### config.mk
export PLATFORM = sky130hd
export DESIGN_NAME = fsm_state_guard
export DESIGN_NICKNAME = d
export VERILOG_FILES = /design/src/rtl/fsm_guard_pkg.sv /design/src/rtl/guard_store_reg.sv /design/src/rtl/guard_tmr_codec.sv /design/src/rtl/guard_ham_codec.sv /design/src/rtl/fsm_state_guard.sv
export SDC_FILE = /design/constraint.sdc
export NUM_CORES = 1
export LEC_CHECK = 0
export BUFFER_PORTS_ARGS = -buffer_cell sky130_fd_sc_hd__buf_4
export CAP_MARGIN = 40
export CORE_AREA = 5 5 50 52
export DETAILED_ROUTE_END_ITERATION = 10
export DIE_AREA = 0 0 55 57
export GPL_TIMING_DRIVEN = 1
export SYNTH_ARGS = -nofsm -noshare
export SYNTH_HDL_FRONTEND = slang
export SYNTH_SLANG_ARGS = --single-unit
export TNS_END_PERCENT = 100
### constraint.sdc
create_clock -name clk_i -period 3.5 [get_ports clk_i]
set_input_delay 1.05 -clock clk_i [delete_from_list [all_inputs] [get_ports clk_i]]
set_output_delay 1.05 -clock clk_i [all_outputs]
set_load 0.05 [all_outputs]
### src/rtl/fsm_guard_pkg.sv
package fsm_guard_pkg;

  typedef enum logic {GUARD_TMR = 1'b0, GUARD_HAM = 1'b1} guard_mode_e;

  // number of single-error-correcting check bits for w data bits
  function automatic int ham_checks(input int w);
    int p;
    p = 0;
    while ((1 << p) < (w + p + 1)) p++;
    return p;
  endfunction

  function automatic int store_width(input guard_mode_e m, input int w);
    return (m == GUARD_TMR) ? 3 * w : w + ham_checks(w);
  endfunction

endpackage

### src/rtl/guard_store_reg.sv
module guard_store_reg #(
  parameter int W = 4
) (
  input  logic         clk_i,
  input  logic         rst_ni,
  input  logic [W-1:0] d_i,
  input  logic [W-1:0] upset_i,
  output logic [W-1:0] q_o
);
  // one separate register per protected word; never shared between copies
  always_ff @(posedge clk_i or negedge rst_ni) begin
    if (!rst_ni) q_o <= '0;
    else         q_o <= d_i ^ upset_i;
  end
endmodule

### src/rtl/guard_tmr_codec.sv
module guard_tmr_codec #(
  parameter int W = 4
) (
  input  logic           clk_i,
  input  logic           rst_ni,
  input  logic [W-1:0]   plain_i,
  output logic [3*W-1:0] code_o,
  input  logic [3*W-1:0] code_i,
  output logic [W-1:0]   plain_o,
  output logic           err_o
);
  logic [W-1:0] copy_a, copy_b, copy_c;

  assign code_o = {plain_i, plain_i, plain_i};
  assign copy_a = code_i[0 +: W];
  assign copy_b = code_i[W +: W];
  assign copy_c = code_i[2*W +: W];
  assign plain_o = (copy_a & copy_b) | (copy_a & copy_c) | (copy_b & copy_c);
  assign err_o   = (copy_a != copy_b) || (copy_a != copy_c);

  // two agreeing copies always win the vote
  p_pair_wins_r4: assert property (@(posedge clk_i) disable iff (!rst_ni)
    (copy_b == copy_c) |-> (plain_o == copy_b));
endmodule

### src/rtl/guard_ham_codec.sv
module guard_ham_codec
  import fsm_guard_pkg::*;
#(
  parameter int W = 4
) (
  input  logic                         clk_i,
  input  logic                         rst_ni,
  input  logic [W-1:0]                 plain_i,
  output logic [W+ham_checks(W)-1:0]   code_o,
  input  logic [W+ham_checks(W)-1:0]   code_i,
  output logic [W-1:0]                 plain_o,
  output logic                         err_o
);
  localparam int P = ham_checks(W);
  localparam int N = W + P;

  // codeword position pos (1..N) lives at bit pos-1; powers of two carry checks
  function automatic logic [N-1:0] ham_enc(input logic [W-1:0] d);
    logic [N-1:0] c;
    logic par;
    int j;
    c = '0;
    j = 0;
    for (int pos = 1; pos <= N; pos++) begin
      if ((pos & (pos - 1)) != 0) begin
        c[pos-1] = d[j];
        j++;
      end
    end
    for (int k = 0; k < P; k++) begin
      par = 1'b0;
      for (int pos = 1; pos <= N; pos++)
        if ((((pos >> k) & 1) == 1) && (pos != (1 << k))) par = par ^ c[pos-1];
      c[(1 << k) - 1] = par;
    end
    return c;
  endfunction

  function automatic logic [P-1:0] ham_syn(input logic [N-1:0] c);
    logic [P-1:0] s;
    s = '0;
    for (int k = 0; k < P; k++)
      for (int pos = 1; pos <= N; pos++)
        if (((pos >> k) & 1) == 1) s[k] = s[k] ^ c[pos-1];
    return s;
  endfunction

  function automatic logic [W-1:0] ham_dec(input logic [N-1:0] c);
    logic [N-1:0] fixed;
    logic [P-1:0] s;
    logic [W-1:0] d;
    int j;
    fixed = c;
    s = ham_syn(c);
    if ((s != '0) && (int'(s) <= N)) fixed[int'(s) - 1] = ~fixed[int'(s) - 1];
    d = '0;
    j = 0;
    for (int pos = 1; pos <= N; pos++) begin
      if ((pos & (pos - 1)) != 0) begin
        d[j] = fixed[pos-1];
        j++;
      end
    end
    return d;
  endfunction

  logic [P-1:0] syndrome;

  assign code_o   = ham_enc(plain_i);
  assign syndrome = ham_syn(code_i);
  assign plain_o  = ham_dec(code_i);
  assign err_o    = (syndrome != '0);

  // a freshly encoded word decodes back to itself
  p_roundtrip_r5: assert property (@(posedge clk_i) disable iff (!rst_ni)
    ham_dec(code_o) == plain_i);
endmodule

### src/rtl/fsm_state_guard.sv
module fsm_state_guard
  import fsm_guard_pkg::*;
#(
  parameter int          STATE_W = 4,
  parameter guard_mode_e MODE    = GUARD_TMR
) (
  input  logic                                   clk_i,
  input  logic                                   rst_ni,
  input  logic                                   we_i,
  input  logic [STATE_W-1:0]                     wr_state_i,
  input  logic [store_width(MODE, STATE_W)-1:0]  upset_i,
  output logic [STATE_W-1:0]                     rd_state_o,
  output logic                                   err_o
);
  localparam int STORE_W = store_width(MODE, STATE_W);

  logic [STATE_W-1:0] plain_next;   // written code or scrub value
  logic [STORE_W-1:0] code_next;    // protected form of plain_next
  logic [STORE_W-1:0] code_q;       // stored protected word

  assign plain_next = we_i ? wr_state_i : rd_state_o;

  if (MODE == GUARD_TMR) begin : g_tmr
    for (genvar c = 0; c < 3; c++) begin : g_copy
      guard_store_reg #(.W(STATE_W)) i_reg (
        .clk_i   (clk_i),
        .rst_ni  (rst_ni),
        .d_i     (code_next[c*STATE_W +: STATE_W]),
        .upset_i (upset_i[c*STATE_W +: STATE_W]),
        .q_o     (code_q[c*STATE_W +: STATE_W])
      );
    end
    guard_tmr_codec #(.W(STATE_W)) i_codec (
      .clk_i   (clk_i),
      .rst_ni  (rst_ni),
      .plain_i (plain_next),
      .code_o  (code_next),
      .code_i  (code_q),
      .plain_o (rd_state_o),
      .err_o   (err_o)
    );
  end else begin : g_ham
    guard_store_reg #(.W(STORE_W)) i_reg (
      .clk_i   (clk_i),
      .rst_ni  (rst_ni),
      .d_i     (code_next),
      .upset_i (upset_i),
      .q_o     (code_q)
    );
    guard_ham_codec #(.W(STATE_W)) i_codec (
      .clk_i   (clk_i),
      .rst_ni  (rst_ni),
      .plain_i (plain_next),
      .code_o  (code_next),
      .code_i  (code_q),
      .plain_o (rd_state_o),
      .err_o   (err_o)
    );
  end

  p_write_r2: assert property (@(posedge clk_i) disable iff (!rst_ni)
    (we_i && ($countones(upset_i) <= 1)) |=> (rd_state_o == $past(wr_state_i)));

  p_hold_r3: assert property (@(posedge clk_i) disable iff (!rst_ni)
    (!we_i && ($countones(upset_i) <= 1)) |=> $stable(rd_state_o));

  // with no upset at the edge, the scrubbed word is clean afterwards
  p_clean_r6: assert property (@(posedge clk_i) disable iff (!rst_ni)
    (upset_i == '0) |=> !err_o);
endmodule

# Yosys cells after proc, flatten, opt, wreduce, memory -nomap -nowiden
# Cells that the tools add are included.
# classes
n_addsub,0
mul,0
div_mod_pow,0
order_cmp,0
eq_ne,2
n_shift,0
n_mux,1
n_bitwise,8
reduce_logical,1
# ops
cell,n
AND 4 bit,3
bitwise XOR 4 bit,3
!= test 4 bit,2
bitwise OR 4 bit,2
2-to-1 mux 4 bit,1
logical OR 1 bit,1
# totals
ff_bits,12
latch_bits,0
ramBits,0
romBits,0
inputBits,19
elab_cells,15
n_memories,0

# Depth between registers and ports, before layout
# depth
word_depth,5
depth_mapped,4
ltp_nobuf,4

# By module
# A second synthesis with hierarchy kept.
# hier_totals
cells_unflattened,55
hier_area_um2,691.9
# modules_own_cells
module,instances,cells_each,area_per_inst_um2,seq_area_each_um2
guard_store_reg,3,8,135.1,100.1
guard_tmr_codec,1,27,241.5,0.0
fsm_state_guard,1,4,45.0,0.0

# Least setup slack after synthesis
# OpenSTA, ideal clock, no wires.
# synth_timing
kind,flip-flop to output port
start,register g_tmr.g_copy[0].i_reg.q_o[1]
end,output port err_o
t_arrival_ns,1.228
t_required_ns,2.450
slack_ns,1.222
path_stages_with_launch,4
cell_sequence,dfrtp_1 -> ha_1 -> nor4_1 -> nand2_1
# synth_via
elab_chain_len,2
word_cells_on_any_way,3
cone_classes,eq/ne: 2; reduce/logical: 1
# synth_rtl
element,line_no,source
"start, declared",guard_store_reg.sv:8,output logic [W-1:0] q_o
"start signal, assigned",guard_store_reg.sv:13,else q_o <= d_i ^ upset_i;
!= test 4 bit,guard_tmr_codec.sv:19,assign err_o = (copy_a != copy_b) || (copy_a != copy_c);
logical OR 1 bit (*),guard_tmr_codec.sv:19,
"end, declared",fsm_state_guard.sv:13,output logic err_o
# Mark *: on every way between the ends. The rest lies on a longest branch, timed or not.

# Worst setup path after layout
# Ends and elaborated chain as after synthesis.

==> flow_summary.json <==
{
  "cts.reportedPaths.clkPinSlew_ps": 80,
  "grt_pass1_vias": 487,
  "peakVddDrop_mv": 0.588,
  "postCtsSetupRepairBufs": 0,
  "drt_iter0_markers": 0,
  "drc": 0,
  "vias": 437,
  "regMostFlops": "g_tmr.g_copy.i_reg.q_o",
  "arrival_ps": 1520,
  "startpoint": "g_tmr.g_copy[0].i_reg.q_o[1]$_DFF_PN0_",
  "die_area_um2": 3140,
  "rows": 17,
  "grt_pass1_wl_um": 1900,
  "synthesis.instances": 44,
  "rrSetupSlack_ps": 2150,
  "period_minus_slack_ps": 2570,
  "fin_area_um2": 891,
  "hold_viol": 0,
  "synth.cell_area_um2": 654,
  "rr_startpoint": "g_tmr.g_copy[0].i_reg.q_o[0]$_DFF_PN0_",
  "dp_hpwl_um": 968,
  "reg2reg_to": "g_tmr.g_copy[0].i_reg.q_o[0]$_DFF_PN0_",
  "ys_seq_elements": 12,
  "grt_usage": 0.0806,
  "gp_congestion": 0.654,
  "cap_violations": 0,
  "fin_util": 0.432,
  "antenna_cells": 0,
  "tns_ps": 0,
  "insertion_delay_ps": 270,
  "startpoint_type": "register",
  "area_delta_synth_final_pct": 36.1,
  "final_cells": 98,
  "die_w_um": 55,
  "min_path_type": "in -> async",
  "grt_overflow": 0,
  "syn_avg_cell_area_um2": 14.9,
  "synth_fp_nets": 71,
  "cts_root_buf": "clkbuf_4",
  "r2r_cells": 4,
  "wl_per_cell_um": 11.7,
  "slew_headroom": 0.858,
  "crit_path_end_kind": "output port",
  "critPathMaxFanout": 2,
  "cts.sinks": 12,
  "rsz0062_at_grt": "no",
  "pwr_density_cell_nw_per_um2": 996,
  "synth_cell_types": 8,
  "leakagePower_uw": 0.000402,
  "antenna_found_initial": 0,
  "required_ps": 2450,
  "cts_max_level": 1,
  "vias_per_cell": 4.46,
  "timing.final.crit_share": 0.734,
  "yosysWarnings": 0,
  "tightestPinTransition_ps": 209,
  "placed_area_um2": 855,
  "cts_inserted_buffers": 3,
  "cp-endpoint": "err_o",
  "routed_wl_um": 1150,
  "nets": 98,
  "cts_buffer_depth": 2,
  "port_buffers": 23,
  "pre_cts_slack_ps": 1200,
  "setup_slack_ps": 930,
  "top_regs": "g_tmr.g_copy.i_reg.q_o (12)",
  "netlist_top_cells_area": "dfrtp_1 (46%), xnor2_1 (16%), ha_1 (15%)",
  "cts_resized": 0,
  "dp.cells": 94,
  "cts_hold_buf": 0,
  "drt-pass1-iter-count": 1,
  "ioPinCount": 24,
  "yosys.area.top_type": "dfrtp_1",
  "netlist.area_leader.share": 0.459,
  "grt_max_degree": 13,
  "drive_gt1_frac": 0.443,
  "cts_tree": "built",
  "coreArea_um2": 2060,
  "fmax_ghz": 0.389,
  "finClkSkew_ps": 3.74,
  "setup_violations": 0,
  "start_util": 0.317,
  "outcome": "complete, no violations",
  "die_height_um": 57,
  "largest_register_ffs": 12,
  "ant_nets": 0,
  "criticalPathCategory": "reg -> out",
  "drv_slew": 0,
  "synth-seq-area-share": 0.459
}
-- report_power, final --
group          leakage (µW)  switching, µW  total, µW  internal, µW
logic              0.000241            306        525           219
registers          0.000140           40.6        250           210
clock network     0.0000210           48.9        112          63.2
-- cells in the mapped netlist --
cell and instances:
nand2_1 1, dfrtp_1 12, nor4_1 2, xnor2_1 12
ha_1 8, buf_4 1, mux2i_4 4, a211o_1 4
-- cell usage in the layout, fill, tap and decap left out, drive strengths merged --
master  count
clkbuf      4
nor4        2
dfrtp      12
a211o       4
buf        23
ha          8
xnor2      12
nand2       1
mux2i       4
-- cell families after synthesis --
family / synth area share
AO/OA/AOI/OAI: 0.0535
XOR/XNOR: 0.161
adder cells (fa/ha/maj): 0.153
buffers and inverters: 0.0115
flip-flops: 0.459
multiplexers: 0.138
AND/OR/NAND/NOR: 0.0248
-- area by class of cell --
| type | count | area [µm²] |
|---|---|---|
| clock buffer | 4 | 36.3 |
| fill | 213 | 1170 |
| multi-input combinational | 31 | 347 |
| sequential | 12 | 300 |
| tap | 28 | 35.0 |
| timing repair buffer | 23 | 173 |
-- metrics by stage --
| step | hold WS [ps] | power, µW |
|---|---|---|
| after floorplan | 754 | 644 |
| after global placement | 775 | 781 |
| after detailed placement | 778 | 785 |
| after CTS | 596 | 906 |
| after global routing | 606 | 952 |
| final | 597 | 887 |
-- worst max-delay path, cell delays in order (launching register included) --
cell and delay, ps:
dfrtp_1 390, ha_1 300, nor4_1 270, nand2_1 90, buf_4 200
-- worst min path at each step --
stage | slack [ps] | to
after detailed placement | 780 | g_tmr.g_copy[2].i_reg.q_o[1]$_DFF_PN0_
after global placement | 780 | g_tmr.g_copy[0].i_reg.q_o[2]$_DFF_PN0_
final | 600 | g_tmr.g_copy[0].i_reg.q_o[2]$_DFF_PN0_
after floorplan | 750 | g_tmr.g_copy[0].i_reg.q_o[0]$_DFF_PN0_
after global routing | 610 | g_tmr.g_copy[0].i_reg.q_o[3]$_DFF_PN0_
after CTS | 600 | g_tmr.g_copy[0].i_reg.q_o[2]$_DFF_PN0_
-- layer usage --
| metal | routed length, µm | track usage | vias up |
|---|---|---|---|
| met1 | 401 | 0.0857 | 216 |
| li1 | - | - | 206 |
| met3 | 100 | 0.0209 | 0 |
| met4 | 0 | 0.0208 | 0 |
| met5 | 0 | 0 | - |
| met2 | 645 | 0.150 | 15 |
Note: power is estimated with default switching activity, not from simulation.
